File: config.mk
export PLATFORM = sky130hd
export DESIGN_NAME = trig_matcher
export DESIGN_NICKNAME = d
export VERILOG_FILES = /design/src/rtl/trig_pkg.sv /design/src/rtl/trig_cfg_latch.sv /design/src/rtl/trig_match.sv /design/src/rtl/trig_ctrl.sv /design/src/rtl/trig_matcher.sv
export SDC_FILE = /design/constraint.sdc
export NUM_CORES = 1
export LEC_CHECK = 0
export BUFFER_PORTS_ARGS = -buffer_cell sky130_fd_sc_hd__buf_2
export CORE_MARGIN = 5
export CORE_UTILIZATION = 25
export CTS_CLUSTER_SIZE = 8
export DETAILED_ROUTE_END_ITERATION = 7
export SLEW_MARGIN = 20
export SYNTH_ARGS = -nofsm -noshare
export SYNTH_HDL_FRONTEND = slang
export SYNTH_HIERARCHICAL = 1
export SYNTH_SLANG_ARGS = --single-unit
File: constraint.sdc
create_clock -name clk_i -period 2.5 [get_ports clk_i]
set_input_delay 0.625 -clock clk_i [delete_from_list [all_inputs] [get_ports clk_i]]
set_output_delay 0.625 -clock clk_i [all_outputs]
set_load 0.01 [all_outputs]
File: src/rtl/trig_pkg.sv
package trig_pkg;
  localparam int unsigned CFG_W = 32;

  typedef enum logic [1:0] {
    ST_IDLE  = 2'd0,
    ST_ARMED = 2'd1,
    ST_FIRED = 2'd2,
    ST_BAD   = 2'd3
  } trig_state_e;
endpackage

File: src/rtl/trig_cfg_latch.sv
module trig_cfg_latch
  import trig_pkg::*;
#(
  parameter int unsigned NUM_CH = 16
) (
  input  logic              clk_i,
  input  logic              rst_ni,
  input  logic              load_i,
  input  logic [CFG_W-1:0]  chan_i,
  input  logic [CFG_W-1:0]  en_i,
  input  logic [CFG_W-1:0]  lvl_i,
  input  logic [CFG_W-1:0]  pol_i,
  output logic [NUM_CH-1:0] lvl_en_o,
  output logic [NUM_CH-1:0] edge_en_o,
  output logic [NUM_CH-1:0] pol_o,
  output logic              bad_o
);
  localparam int unsigned CNT_W = $clog2(NUM_CH + 1);

  logic [NUM_CH-1:0] part_w, edge_w;
  logic [CNT_W-1:0]  edge_cnt;

  assign part_w = en_i[NUM_CH-1:0] & chan_i[NUM_CH-1:0];
  assign edge_w = part_w & ~lvl_i[NUM_CH-1:0];

  always_comb begin
    edge_cnt = '0;
    for (int i = 0; i < NUM_CH; i++) edge_cnt = edge_cnt + CNT_W'(edge_w[i]);
  end

  assign bad_o = edge_cnt > CNT_W'(1);

  always_ff @(posedge clk_i or negedge rst_ni) begin
    if (!rst_ni) begin
      lvl_en_o  <= '0;
      edge_en_o <= '0;
      pol_o     <= '0;
    end else if (load_i) begin
      lvl_en_o  <= part_w & lvl_i[NUM_CH-1:0];
      edge_en_o <= edge_w;
      pol_o     <= pol_i[NUM_CH-1:0];
    end
  end
endmodule

File: src/rtl/trig_match.sv
module trig_match #(
  parameter int unsigned NUM_CH = 16
) (
  input  logic [NUM_CH-1:0] lvl_en_i,
  input  logic [NUM_CH-1:0] edge_en_i,
  input  logic [NUM_CH-1:0] pol_i,
  input  logic [NUM_CH-1:0] prev_i,
  input  logic [NUM_CH-1:0] cur_i,
  input  logic              has_prev_i,
  output logic              hit_o
);
  logic [NUM_CH-1:0] ok_w;

  for (genvar i = 0; i < NUM_CH; i++) begin : g_ch
    logic lvl_ok, rise, fall, edge_ok;
    assign lvl_ok  = !lvl_en_i[i] || (cur_i[i] == pol_i[i]);
    assign rise    = !prev_i[i] && cur_i[i];
    assign fall    = prev_i[i] && !cur_i[i];
    assign edge_ok = !edge_en_i[i] || (has_prev_i && (pol_i[i] ? fall : rise));
    assign ok_w[i] = lvl_ok && edge_ok;
  end

  assign hit_o = &ok_w;
endmodule

File: src/rtl/trig_ctrl.sv
module trig_ctrl
  import trig_pkg::*;
#(
  parameter int unsigned NUM_CH = 16
) (
  input  logic              clk_i,
  input  logic              rst_ni,
  input  logic              arm_i,
  input  logic              bad_i,
  input  logic              smp_valid_i,
  input  logic [NUM_CH-1:0] smp_i,
  input  logic              hit_i,
  output logic [NUM_CH-1:0] prev_o,
  output logic              has_prev_o,
  output logic              trig_o,
  output trig_state_e       state_o
);
  trig_state_e state_q, state_d;
  logic        take;

  assign take = (state_q == ST_ARMED) && smp_valid_i && !arm_i;

  always_comb begin
    state_d = state_q;
    if (arm_i)                state_d = bad_i ? ST_BAD : ST_ARMED;
    else if (take && hit_i)   state_d = ST_FIRED;
  end

  always_ff @(posedge clk_i or negedge rst_ni) begin
    if (!rst_ni) begin
      state_q    <= ST_IDLE;
      prev_o     <= '0;
      has_prev_o <= 1'b0;
      trig_o     <= 1'b0;
    end else begin
      state_q <= state_d;
      trig_o  <= take && hit_i;
      if (arm_i) begin
        has_prev_o <= 1'b0;
      end else if (take) begin
        prev_o     <= smp_i;
        has_prev_o <= 1'b1;
      end
    end
  end

  assign state_o = state_q;
endmodule

File: src/rtl/trig_matcher.sv
module trig_matcher
  import trig_pkg::*;
#(
  parameter int unsigned NUM_CH = 16
) (
  input  logic              clk_i,
  input  logic              rst_ni,
  input  logic              arm_i,
  input  logic [31:0]       cfg_chan_i,
  input  logic [31:0]       cfg_en_i,
  input  logic [31:0]       cfg_lvl_i,
  input  logic [31:0]       cfg_pol_i,
  input  logic              smp_valid_i,
  input  logic [NUM_CH-1:0] smp_i,
  output logic              trig_o,
  output logic              triggered_o,
  output logic              armed_o,
  output logic              cfg_err_o
);
  logic [NUM_CH-1:0] lvl_en, edge_en, pol, prev;
  logic              bad, has_prev, hit;
  trig_state_e       state;

  trig_cfg_latch #(.NUM_CH(NUM_CH)) u_cfg (
    .clk_i, .rst_ni, .load_i(arm_i),
    .chan_i(cfg_chan_i), .en_i(cfg_en_i), .lvl_i(cfg_lvl_i), .pol_i(cfg_pol_i),
    .lvl_en_o(lvl_en), .edge_en_o(edge_en), .pol_o(pol), .bad_o(bad)
  );

  trig_match #(.NUM_CH(NUM_CH)) u_match (
    .lvl_en_i(lvl_en), .edge_en_i(edge_en), .pol_i(pol),
    .prev_i(prev), .cur_i(smp_i), .has_prev_i(has_prev), .hit_o(hit)
  );

  trig_ctrl #(.NUM_CH(NUM_CH)) u_ctrl (
    .clk_i, .rst_ni, .arm_i, .bad_i(bad), .smp_valid_i, .smp_i, .hit_i(hit),
    .prev_o(prev), .has_prev_o(has_prev), .trig_o, .state_o(state)
  );

  assign armed_o     = state == ST_ARMED;
  assign triggered_o = state == ST_FIRED;
  assign cfg_err_o   = state == ST_BAD;
endmodule

# [After elaboration in Yosys (flattened, before gate mapping)]
# Index checks and enable logic that the tools add are counted.
# Widths: inputs -> output; s select.
[op_classes] addsub=15 magnitude_cmp=1 eq_ne=19 n_mux=21 n_bitwise=5 n_reduce_logical=168
[ops] cell="$add 5x1->5" count=14
[ops] cell="$logic_and 1x1->1" count=67
[ops] cell="$logic_not 1->1" count=65
[ops] cell="$and 16x16->16" count=3
[ops] cell="$logic_or 1x1->1" count=32
[ops] cell="$mux 1" count=18
[ops] cell="$eq 1x1->1" count=16
[ops] cell="$not 16->16" count=1
[ops] cell="$reduce_and 16->1" count=1
[ops] cell="$mux 2" count=3
[ops] cell="$gt 5x1->1 const B" count=1
[ops] cell="$eq 2x2->1 const B" count=2
[ops] cell="$reduce_bool 2->1" count=2
[ops] cell="$add 1x1->2" count=1
[ops] cell="$eq 2x1->1 const B" count=1
[ops] cell="$reduce_and 2->1" count=1
[ops] cell="$not 1->1" count=1
[word_totals] regBits=68 out_inout_bits=4

# [Longest topological paths before layout]
# Gate-level depths: netlist of the first run.
[logic_depth] depth_word=20 mapped_depth=16 mapped_depth_nobuf=16

# [By module]
# The synthesis of the first run kept the hierarchy.
[modules_own_cells] module="trig_cfg_latch" n_inst=1 cells_each=196 area_per_inst_um2=2285.9 seq_area_each_um2=1201.2
[modules_own_cells] module="trig_ctrl" n_inst=1 cells_each=48 area_per_inst_um2=815.8 seq_area_each_um2=500.5
[modules_own_cells] module="trig_match" n_inst=1 cells_each=85 area_per_inst_um2=671.9 seq_area_each_um2=0.0
[modules_own_cells] module="trig_matcher" n_inst=1 cells_each=3 area_per_inst_um2=22.5 seq_area_each_um2=0.0

# [Worst setup path after synthesis of the first run]
# OpenSTA, ideal clock, no wires.
[synth_path] path_kind="input port to flip-flop" start="input port cfg_en_i[0]" end="register u_ctrl.state_q[1], in the netlist u_ctrl/state_o[1]" setup_time_ns=0.129 t_arrival_ns=4.188 path_slack_ns=-1.817 cell_stages=16 path_buffers=0 cell_sequence="nand2_1 -> nor2_1 -> fa_1 -> inv_1 -> fa_1 -> fa_1 -> fa_1 -> inv_1 -> ha_1 -> inv_1 -> fa_1 -> a211oi_2 -> mux2i_1 -> or4b_1 -> inv_1 -> a21oi_1"
[synth_between] elab_chain_len=20
[synth_lines] item="start, declared" line_no="trig_matcher.sv:10" text="input logic [31:0] cfg_en_i,"
[synth_lines] item="$and 16x16->16" line_no="trig_cfg_latch.sv:23" text="assign part_w = en_i[NUM_CH-1:0] & chan_i[NUM_CH-1:0];"
[synth_lines] item="$and 16x16->16" line_no="trig_cfg_latch.sv:24" text="assign edge_w = part_w & ~lvl_i[NUM_CH-1:0];"
[synth_lines] item="net u_cfg.edge_w[0]" line_no="trig_cfg_latch.sv:20" text="logic [NUM_CH-1:0] part_w, edge_w;"
[synth_lines] item="$add 1x1->2" line_no="trig_cfg_latch.sv:28" text="for (int i = 0; i < NUM_CH; i++) edge_cnt = edge_cnt + CNT_W'(edge_w[i]);"
[synth_lines] item="$add 5x1->5 (14 in a row)" line_no="trig_cfg_latch.sv:28"
[synth_lines] item="$gt 5x1->1" line_no="trig_cfg_latch.sv:31" text="assign bad_o = edge_cnt > CNT_W'(1);"
[synth_lines] item="net bad" line_no="trig_matcher.sv:21" text="logic bad, has_prev, hit;"
[synth_lines] item="$mux 2 (2 in a row)" line_no="trig_ctrl.sv:25" text="if (arm_i) state_d = bad_i ? ST_BAD : ST_ARMED;"
[synth_lines] item="end signal, assigned" line_no="trig_ctrl.sv:36" text="state_q <= state_d;"
[synth_lines] item="end, declared" line_no="trig_ctrl.sv:18" text="trig_state_e state_q, state_d;"
# The timed path passes the listed nets, and every way through them passes these cells.
# A chain may end at the register's enable or synchronous reset.

# [Worst setup path after layout of the first run]
[layout_path] start="input port cfg_chan_i[13]" end="register u_ctrl.state_q[1], in the netlist u_ctrl/state_o[1]"
[layout_between] elab_chain_len=8
[layout_lines] item="start, declared" line_no="trig_matcher.sv:9" text="input logic [31:0] cfg_chan_i,"
[layout_lines] item="$and 16x16->16" line_no="trig_cfg_latch.sv:23"
[layout_lines] item="$and 16x16->16" line_no="trig_cfg_latch.sv:24"
[layout_lines] item="net u_cfg.edge_w[13]" line_no="trig_cfg_latch.sv:20"
[layout_lines] item="$add 5x1->5 (3 in a row)" line_no="trig_cfg_latch.sv:28"
[layout_lines] item="$gt 5x1->1" line_no="trig_cfg_latch.sv:31"
[layout_lines] item="net bad" line_no="trig_matcher.sv:21"
[layout_lines] item="$mux 2 (2 in a row)" line_no="trig_ctrl.sv:25"
# The timed path passes the listed nets, and every way through them passes these cells.

==> results_tabular.tex, run 1 <==
\begin{tabular}{lr}
\hline
Metric & Value \\
\hline
\multicolumn{2}{l}{\textbf{Run status}} \\
Outcome & finished, violations left \\
Failing checks & negative setup slack \\
\multicolumn{2}{l}{\textbf{Logic synthesis}} \\
Synth top area share & 44.8\% \\
Synthesized instance count & 332 \\
Synthesis warning total & 6 \\
EDFF count, synth & 0 \\
Largest area contributor in the netlist & sky130\_fd\_sc\_hd\_\_dfrtp\_1 \\
Count of distinct cell types in the synthesized netlist & 42 \\
Cell Area, Synth & 3800 um\^{}2 \\
Async set-or-reset flop fraction in the synthesized netlist & 100\% \\
Sequential element share of the synthesized area & 44.8\% \\
Syn\_nets & 495 \\
Largest cells by area after synthesis & sky130\_fd\_sc\_hd\_\_dfrtp\_1 45\%, sky130\_fd\_sc\_hd\_\_mux2\_2 10\%, sky130\_fd\_sc\_hd\_\_fa\_1 5.3\% \\
Flip-flop and latch count after synthesis & 68 \\
Mean area per synthesized cell & 11.4 um\^{}2 \\
Most instantiated flip-flop cell in the synthesis netlist & sky130\_fd\_sc\_hd\_\_dfrtp\_1 \\
\multicolumn{2}{l}{\textbf{Route}} \\
Vias & 2984 \\
Wire length the detailed router placed on met1 & 4940 um \\
Routed length per placed instance & 16.1 um \\
Highest metal layer with signal wires & met4 \\
Met3 wire len & 385 um \\
DRT Pass-1 Iters & 4 \\
Final ANT Viol Nets & 0 \\
Iteration-0 DRC count of the detailed router & 124 \\
Remaining DRCs & 0 \\
Amount of wire on met2 after detailed routing & 4930 um \\
Drt total wl & 10400 um \\
Average vias per placed instance & 4.61 \\
\multicolumn{2}{l}{\textbf{Layout}} \\
Area delta synth->final & 35.0\% \\
Layout Nets & 617 \\
Layout cell share with drive strength beyond 1 & 46.1\% \\
Count of non-filler cells in the finished layout & 647 \\
Post-route cell area & 5120 um\^{}2 \\
\multicolumn{2}{l}{\textbf{GRT}} \\
Vias in the first global route & 3165 \\
All-layer global routing usage & 11.8\% \\
Overflow left after global routing & 0 \\
Wire length of the first global-routing pass & 16500 um \\
Largest net degree at the start of global routing & 69 \\
Initial antenna violation count & 0 \\
\multicolumn{2}{l}{\textbf{Power and ir drop}} \\
Power Total & 3.56 mW \\
Switching power & 0.985 mW \\
Share of power burned in registers & 41.4\% \\
Share of power burned in combinational logic & 24.3\% \\
Highest ir drop seen on vdd & 0.314 mV \\
Leakage Power & 2.38 nW \\
PwrDens & 694 nW/um\^{}2 \\
Proportion of total power due to net switching & 27.7\% \\
Power share of the clock group & 34.2\% \\
Internal power & 2.57 mW \\
\multicolumn{2}{l}{\textbf{Clock network}} \\
H-tree depth reported by CTS & 3 \\
Cts hold-fix bufs & 0 \\
Clock latency reported for the late side of the worst-skew pair & 0.33 ns \\
Number of clock buffers inserted by TritonCTS & 9 \\
CTS max path bufs & 2 \\
CTS tree & done \\
Clock tree root driver cell & sky130\_fd\_sc\_hd\_\_clkbuf\_16 \\
CTS clk-pin slew, worst paths & 0.05 ns \\
Clock Sink Count & 68 \\
\multicolumn{2}{l}{\textbf{Die}} \\
Die Outline Area & 17700 um\^{}2 \\
IO Pins & 152 \\
Area of the core region & 15000 um\^{}2 \\
Y dimension of the die & 133 um \\
Initial cell density of the core & 25.3\% \\
Die width & 133 um \\
Number of placement rows & 45 \\
\multicolumn{2}{l}{\textbf{Setup path}} \\
Worst R2R Setup Slack & 0.13 ns \\
Worst-path cell with the longest stage delay & sky130\_fd\_sc\_hd\_\_fa\_1 \\
Start of the worst register-to-register path & u\_cfg/pol\_o[12] \\
Slowest cell delay on critical path & 0.57 ns \\
Reg2reg path depth & 7 \\
Critical R2R Capture & u\_ctrl/state\_o[0] \\
Most frequent cell on the critical path & sky130\_fd\_sc\_hd\_\_fa\_1 \\
Cell type group with the largest total delay on the critical path & adder cells \\
Sequence of cells on the critical path & buf\_6 -> nand2\_4 -> nor2\_4 -> fa\_1 -> fa\_1 -> inv\_2 -> fa\_1 -> fa\_1 -> inv\_1 -> ha\_2 -> inv\_2 -> fa\_2 -> a211oi\_2 -> mux2i\_1 -> or4b\_1 -> inv\_2 -> a21oi\_2 \\
Crit Path Category & in -> reg \\
Count of buffer and inverter cells on the critical path & 5 \\
Signal arrival time at the worst endpoint & 4.37 ns \\
Worst Setup Start Kind & input pin \\
Required time worst endpoint & 2.71 ns \\
Kind of end point of the critical path & flip-flop \\
Largest fanout on the critical path & 2 \\
\multicolumn{2}{l}{\textbf{Placed design}} \\
Placement Setup Slack & -2.08 ns \\
Count of placed standard cells including taps & 631 \\
Cell area after placement & 4690 um\^{}2 \\
PortBufs & 87 \\
Dpl hpwl & 8040 um \\
Final estimated routing congestion in global placement & 0.782 \\
\multicolumn{2}{l}{\textbf{Timing}} \\
Final worst path period share & 166\% \\
Final Worst Setup Slack & -1.66 ns \\
Setup repair after global routing missed its margin & yes \\
Final critical path time including I/O delays and setup & 4.16 ns \\
Peak Freq & 0.240 GHz \\
Sum Neg Setup Slack & -1.66 ns \\
Layout Skew & 0.00345 ns \\
Worst relative slew slack & 59.4\% \\
Actual slew at the worst max-slew pin & 0.609 ns \\
Endpoints failing hold & 0 \\
Max-slew violations & 0 \\
Number of endpoints failing setup at the final stage & 1 \\
\multicolumn{2}{l}{\textbf{Min path}} \\
Class of the worst hold path & in -> async \\
\multicolumn{2}{l}{\textbf{Run}} \\
Total of max-cap violations & 0 \\
\hline
\end{tabular}
power by group through the flow:
stage	Sequential (mW)	Clock (mW)	Combinational, mW
detailed placement	1.49	0	0.827
CTS	1.47	1.24	0.851
finish	1.47	1.22	0.866
floorplan	1.43	0	0.564
global placement	1.47	0	0.799
global route	1.50	1.28	0.950
through the flow:
step	util, %	hold slack [ns]
2_1_floorplan	-	0.329
3_3_place_gp	31.2	0.495
3_5_place_dp	31.2	0.496
4_1_cts	33.5	0.314
5_1_grt	34.1	0.349
6_report	34.1	0.305
layout make-up:
cell class                      instances  area [um^2]
Antenna cell                            1         2.50
Clock buffer                           14          284
Sequential cell                        68         1700
Multi-Input combinational cell        220         1990
Fill cell                            1478         9910
Tap cell                              188          235
Inverter                               33          124
Timing Repair Buffer                  122          779
Clock inverter                          1         5.00
metal layers:
layer,track usage [%],up-vias
met5,0,-
met4,4.63,0
met3,1.77,9
met2,18.9,82
met1,16.2,1473
li1,-,1420
cells in the mapped netlist (all sizes together) (5+ instances only):
cell and number:
a22oi 8, and3b 8, nand2 25, xor2 16, nand4b 8, mux2i 5, inv 33, ha 5
nand3b 6, o22ai 12, nor3b 8, o21ai 12, nor2 12, dfrtp 68, mux2 44, nand4 7
fa 10, nand3 8, buf 10
registers in the layout, indices dropped and copies added (netlist names):
register,count
u_cfg/pol_o,16
u_cfg/edge_en_o,16
u_ctrl/has_prev_o,1
u_cfg/lvl_en_o,16
u_ctrl/trig_o,1
u_ctrl/state_o,2
u_ctrl/prev_o,16
cells in the final DEF, fill, tap and decap left out, drive strengths merged, types with 2 or more instances in the layout:
| cell | Yosys | final |
|---|---|---|
| xor2 | 16 | 16 |
| or4bb | 4 | 4 |
| clkbuf | 1 | 14 |
| nand4 | 7 | 7 |
| nand3 | 8 | 8 |
| and2 | 2 | 2 |
| a22o | 3 | 3 |
| dfrtp | 68 | 68 |
| ha | 5 | 5 |
| buf | 10 | 122 |
| nand4b | 8 | 8 |
| o22ai | 12 | 12 |
| and3b | 8 | 8 |
| nand3b | 6 | 6 |
| nand4bb | 4 | 4 |
| mux2 | 44 | 44 |
| a22oi | 8 | 8 |
| inv | 33 | 33 |
| nand2 | 25 | 25 |
| a21oi | 2 | 2 |
| nor2 | 12 | 12 |
| nor3b | 8 | 8 |
| fa | 10 | 10 |
| mux2i | 5 | 5 |
| o21ai | 12 | 12 |
what timing repair did:
item | CTS | global route
buffers inserted | 1 | 2
gates cloned | 0 | 0
setup endpoints to repair | 1 | 2
hold endpoints to repair | 0 | 0
resized for setup | 22 | 16
pin swaps | 13 | 13
how the worst max path moves through the flow:
| stage | slack (ns) | cells past startpoint | startpoint | endpoint |
|---|---|---|---|---|
| floorplan | -1.71 | 16 | cfg_en_i[7] | u_ctrl/state_o[1] |
| global placement | -2.01 | 17 | cfg_en_i[3] | u_ctrl/state_o[1] |
| detailed placement | -2.08 | 17 | cfg_en_i[3] | u_ctrl/state_o[1] |
| CTS | -1.70 | 17 | cfg_chan_i[3] | u_ctrl/state_o[1] |
| global route | -1.86 | 17 | cfg_chan_i[11] | u_ctrl/state_o[1] |
| finish | -1.66 | 17 | cfg_chan_i[13] | u_ctrl/state_o[1] |
logic make-up after synthesis:
family                   count (synthesis)  synth area share, %
flip-flops                              68                 44.8
AND/OR/NAND/NOR                         99                 16.8
buffers and inverters                   44                 5.37
XOR/XNOR                                16                 3.69
adder cells (fa/ha/maj)                 15                 6.92
AO/OA/AOI/OAI                           41                 7.15
multiplexers                            49                 15.3
(Power assumes the default switching activity.)
==> run 2: changes to the inputs <==
Settings changed: REMOVE_ABC_BUFFERS set to 1.
==> run 2 against run 1 <==
Compared with the run above: the run still ends with negative setup slack left; non-clock buffer count decreased by 7; setup slack worse by 0.087 ns; sequential power about the same; first-iteration DRC count grew 19%; clock skew is 0.0028 ns higher; combinational power decreased by 3.8%; register-to-register slack is essentially flat; final area shrank 3.9%; total power decreased by 1.7%; highest routed layer unchanged.
==> results_tabular.tex, run 2 (synthesis gave the netlist of run 1 again) <==
\begin{tabular}{lr}
\hline
Metric & Value \\
\hline
\multicolumn{2}{l}{\textbf{Timing}} \\
Max-slew violations & 0 (unchanged) \\
Peak Freq & 0.235 GHz (-2.0\%) \\
Final Worst Setup Slack & -1.75 ns (-0.0869 ns) \\
Worst hold slack across all endpoints & 0.303 ns (-0.00136 ns) \\
Worst relative slew slack & 63.6\% (+4.2 points) \\
Number of endpoints failing setup at the final stage & 1 (unchanged) \\
Setup repair after global routing missed its margin & yes \\
Final worst path period share & 170\% (+3.5 points) \\
Actual slew at the worst max-slew pin & 0.546 ns (-0.0631 ns) \\
Final critical path time including I/O delays and setup & 4.25 ns (+0.0869 ns) \\
Endpoints failing hold & 0 (unchanged) \\
Layout Skew & 0.00625 ns (+0.00280 ns) \\
\multicolumn{2}{l}{\textbf{Run}} \\
Total of max-cap violations & 0 (unchanged) \\
\multicolumn{2}{l}{\textbf{Clock network}} \\
Clock Sink Count & 68 (unchanged) \\
Clock latency reported for the late side of the worst-skew pair & 0.34 ns (about the same) \\
Post-CTS Setup Repair Bufs & 0 (-1) \\
CTS clk-pin slew, worst paths & 0.05 ns (about the same) \\
Number of clock buffers inserted by TritonCTS & 9 (unchanged) \\
Clock tree root driver cell & sky130\_fd\_sc\_hd\_\_clkbuf\_16 \\
Cts hold-fix bufs & 0 (unchanged) \\
CTS tree & done \\
CTS max path bufs & 2 (unchanged) \\
H-tree depth reported by CTS & 3 (unchanged) \\
\multicolumn{2}{l}{\textbf{Setup path}} \\
Worst Setup Start Kind & input pin \\
Worst R2R Setup Slack & 0.13 ns (about the same) \\
Required time worst endpoint & 2.69 ns (-0.02 ns) \\
Crit Path Category & in -> reg \\
Signal arrival time at the worst endpoint & 4.44 ns (+0.07 ns) \\
Largest fanout on the critical path & 2 (unchanged) \\
Kind of end point of the critical path & flip-flop \\
\multicolumn{2}{l}{\textbf{GRT}} \\
Overflow left after global routing & 0 (unchanged) \\
All-layer global routing usage & 11.1\% (-0.75 points) \\
Wire length of the first global-routing pass & 15400 um (-6.5\%) \\
Largest net degree at the start of global routing & 69 (unchanged) \\
Initial antenna violation count & 0 (unchanged) \\
Vias in the first global route & 3031 (-4.2\%) \\
\multicolumn{2}{l}{\textbf{Power and ir drop}} \\
Internal power & 2.54 mW (-1.2\%) \\
PwrDens & 710 nW/um\^{}2 (+2.3\%) \\
Power Total & 3.50 mW (-1.7\%) \\
Proportion of total power due to net switching & 27.4\% (-0.34 points) \\
Power share of the clock group & 34.3\% (about the same) \\
Share of power burned in registers & 41.9\% (+0.5 points) \\
Switching power & 0.957 mW (-2.9\%) \\
Share of power burned in combinational logic & 23.8\% (-0.5 points) \\
Highest ir drop seen on vdd & 0.322 mV (+2.4\%) \\
Leakage Power & 2.31 nW (-3.2\%) \\
\multicolumn{2}{l}{\textbf{Die}} \\
Die width & 133 um (unchanged) \\
Area of the core region & 15000 um\^{}2 (unchanged) \\
Die Outline Area & 17700 um\^{}2 (unchanged) \\
Number of placement rows & 45 (unchanged) \\
Y dimension of the die & 133 um (unchanged) \\
IO Pins & 152 (unchanged) \\
Initial cell density of the core & 25.3\% (unchanged) \\
\multicolumn{2}{l}{\textbf{Placed design}} \\
PortBufs & 87 (unchanged) \\
Final estimated routing congestion in global placement & 0.781 (-0.14\%) \\
Cell area after placement & 4620 um\^{}2 (-1.4\%) \\
Dpl hpwl & 7380 um (-8.1\%) \\
Placement Setup Slack & -2.24 ns (-0.156 ns) \\
Count of placed standard cells including taps & 624 (-1.1\%) \\
\multicolumn{2}{l}{\textbf{Route}} \\
Remaining DRCs & 0 (unchanged) \\
DRT Pass-1 Iters & 4 (unchanged) \\
Iteration-0 DRC count of the detailed router & 147 (+19\%) \\
Final ANT Viol Nets & 0 (unchanged) \\
Routed length per placed instance & 15.0 um (-6.8\%) \\
Average vias per placed instance & 4.45 (-3.4\%) \\
Drt total wl & 9560 um (-8.1\%) \\
Vias & 2841 (-4.8\%) \\
\multicolumn{2}{l}{\textbf{Run status}} \\
Failing checks & negative setup slack \\
Outcome & finished, violations left \\
\multicolumn{2}{l}{\textbf{Layout}} \\
Layout cell share with drive strength beyond 1 & 42.2\% (-3.8 points) \\
Post-route cell area & 4930 um\^{}2 (-3.9\%) \\
Inserted Diodes & 0 (-1) \\
Highest-count cells in the layout ignoring fill and taps & 87 x sky130\_fd\_sc\_hd\_\_buf\_2, 67 x sky130\_fd\_sc\_hd\_\_dfrtp\_1, 35 x sky130\_fd\_sc\_hd\_\_mux2\_2 \\
Area delta synth->final & 29.8\% \\
Count of non-filler cells in the finished layout & 638 (-1.4\%) \\
Layout Nets & 610 (-1.1\%) \\
Most common cell after layout, fill and taps aside & sky130\_fd\_sc\_hd\_\_buf\_2 \\
\multicolumn{2}{l}{\textbf{Min path}} \\
Class of the worst hold path & in -> async \\
\hline
\end{tabular}
run 2: changes by cell type in the layout (fill, tap and decap cells not counted), sizes merged:
cell and change:
clkbuf -3, bufinv +1, clkinv +1, diode -1, buf -7
run 2: area by class of cell:
cell class                 instances  area (um^2)
fill                            1507        10100
clock buffer                      11          233
sequential                        68         1700
clock inverter                     3         40.0
inverter                          33          124
multi-input combinational        220         1920
tap                              188          235
timing repair buffer             115          674
run 2: power groups by stage:
stage	sequential (mW)	clock (mW)	combinational, mW
2_1_floorplan	1.44	0	0.513
3_3_place_gp	1.46	0	0.801
3_5_place_dp	1.48	0	0.826
4_1_cts	1.46	1.23	0.833
5_1_grt	1.50	1.28	0.917
6_report	1.47	1.20	0.833
run 2: what timing repair did:
item                                    4_1_cts  5_1_grt
pin swaps                                     3        1
endpoints found under the setup margin        1        2
cloned                                        0        0
gates resized for setup                       3       11
run 2: stage by stage:
stage          TNS, ns  utilization, %
2_1_floorplan    -1.82               -
6_report         -1.75            32.8
3_5_place_dp     -2.43            30.7
3_3_place_gp     -2.27            30.7
5_1_grt          -1.87            32.8
4_1_cts          -1.74            32.6
run 2: path summary, 6_finish.rpt:
check / start / to / cells past startpoint
worst max register to register: u_ctrl/has_prev_o / u_ctrl/state_o[0] / 8
min in group clk_i: u_cfg/edge_en_o[15] / u_cfg/edge_en_o[15] / 1
max in group asynchronous: rst_ni / u_ctrl/prev_o[1] / 2
worst max-delay path: cfg_en_i[15] / u_ctrl/state_o[1] / 18
worst min-delay path: rst_ni / u_cfg/lvl_en_o[4] / 2
worst min register to register: u_cfg/edge_en_o[15] / u_cfg/edge_en_o[15] / 1
run 2: per-layer routing:
layer | vias up | GRT usage, % | share of wire, %
met5 | - | 0 | 0
met4 | 0 | 4.11 | 1.6
met2 | 47 | 18.9 | 50
li1 | 1402 | - | -
met3 | 9 | 3.40 | 5.2
met1 | 1383 | 13.1 | 43
run 2: worst max-delay path: stages:
cell and delay (ns):
sky130_fd_sc_hd__buf_2 0.10, sky130_fd_sc_hd__nand2_2 0.06, sky130_fd_sc_hd__nor2_1 0.05, sky130_fd_sc_hd__buf_4 0.13
sky130_fd_sc_hd__fa_1 0.49, sky130_fd_sc_hd__fa_1 0.52, sky130_fd_sc_hd__inv_2 0.04, sky130_fd_sc_hd__fa_1 0.52
sky130_fd_sc_hd__fa_1 0.41, sky130_fd_sc_hd__inv_1 0.08, sky130_fd_sc_hd__ha_2 0.18, sky130_fd_sc_hd__inv_2 0.04
sky130_fd_sc_hd__fa_2 0.35, sky130_fd_sc_hd__a211oi_2 0.16, sky130_fd_sc_hd__mux2i_1 0.09, sky130_fd_sc_hd__or4b_1 0.46
sky130_fd_sc_hd__inv_1 0.06, sky130_fd_sc_hd__a21oi_1 0.06
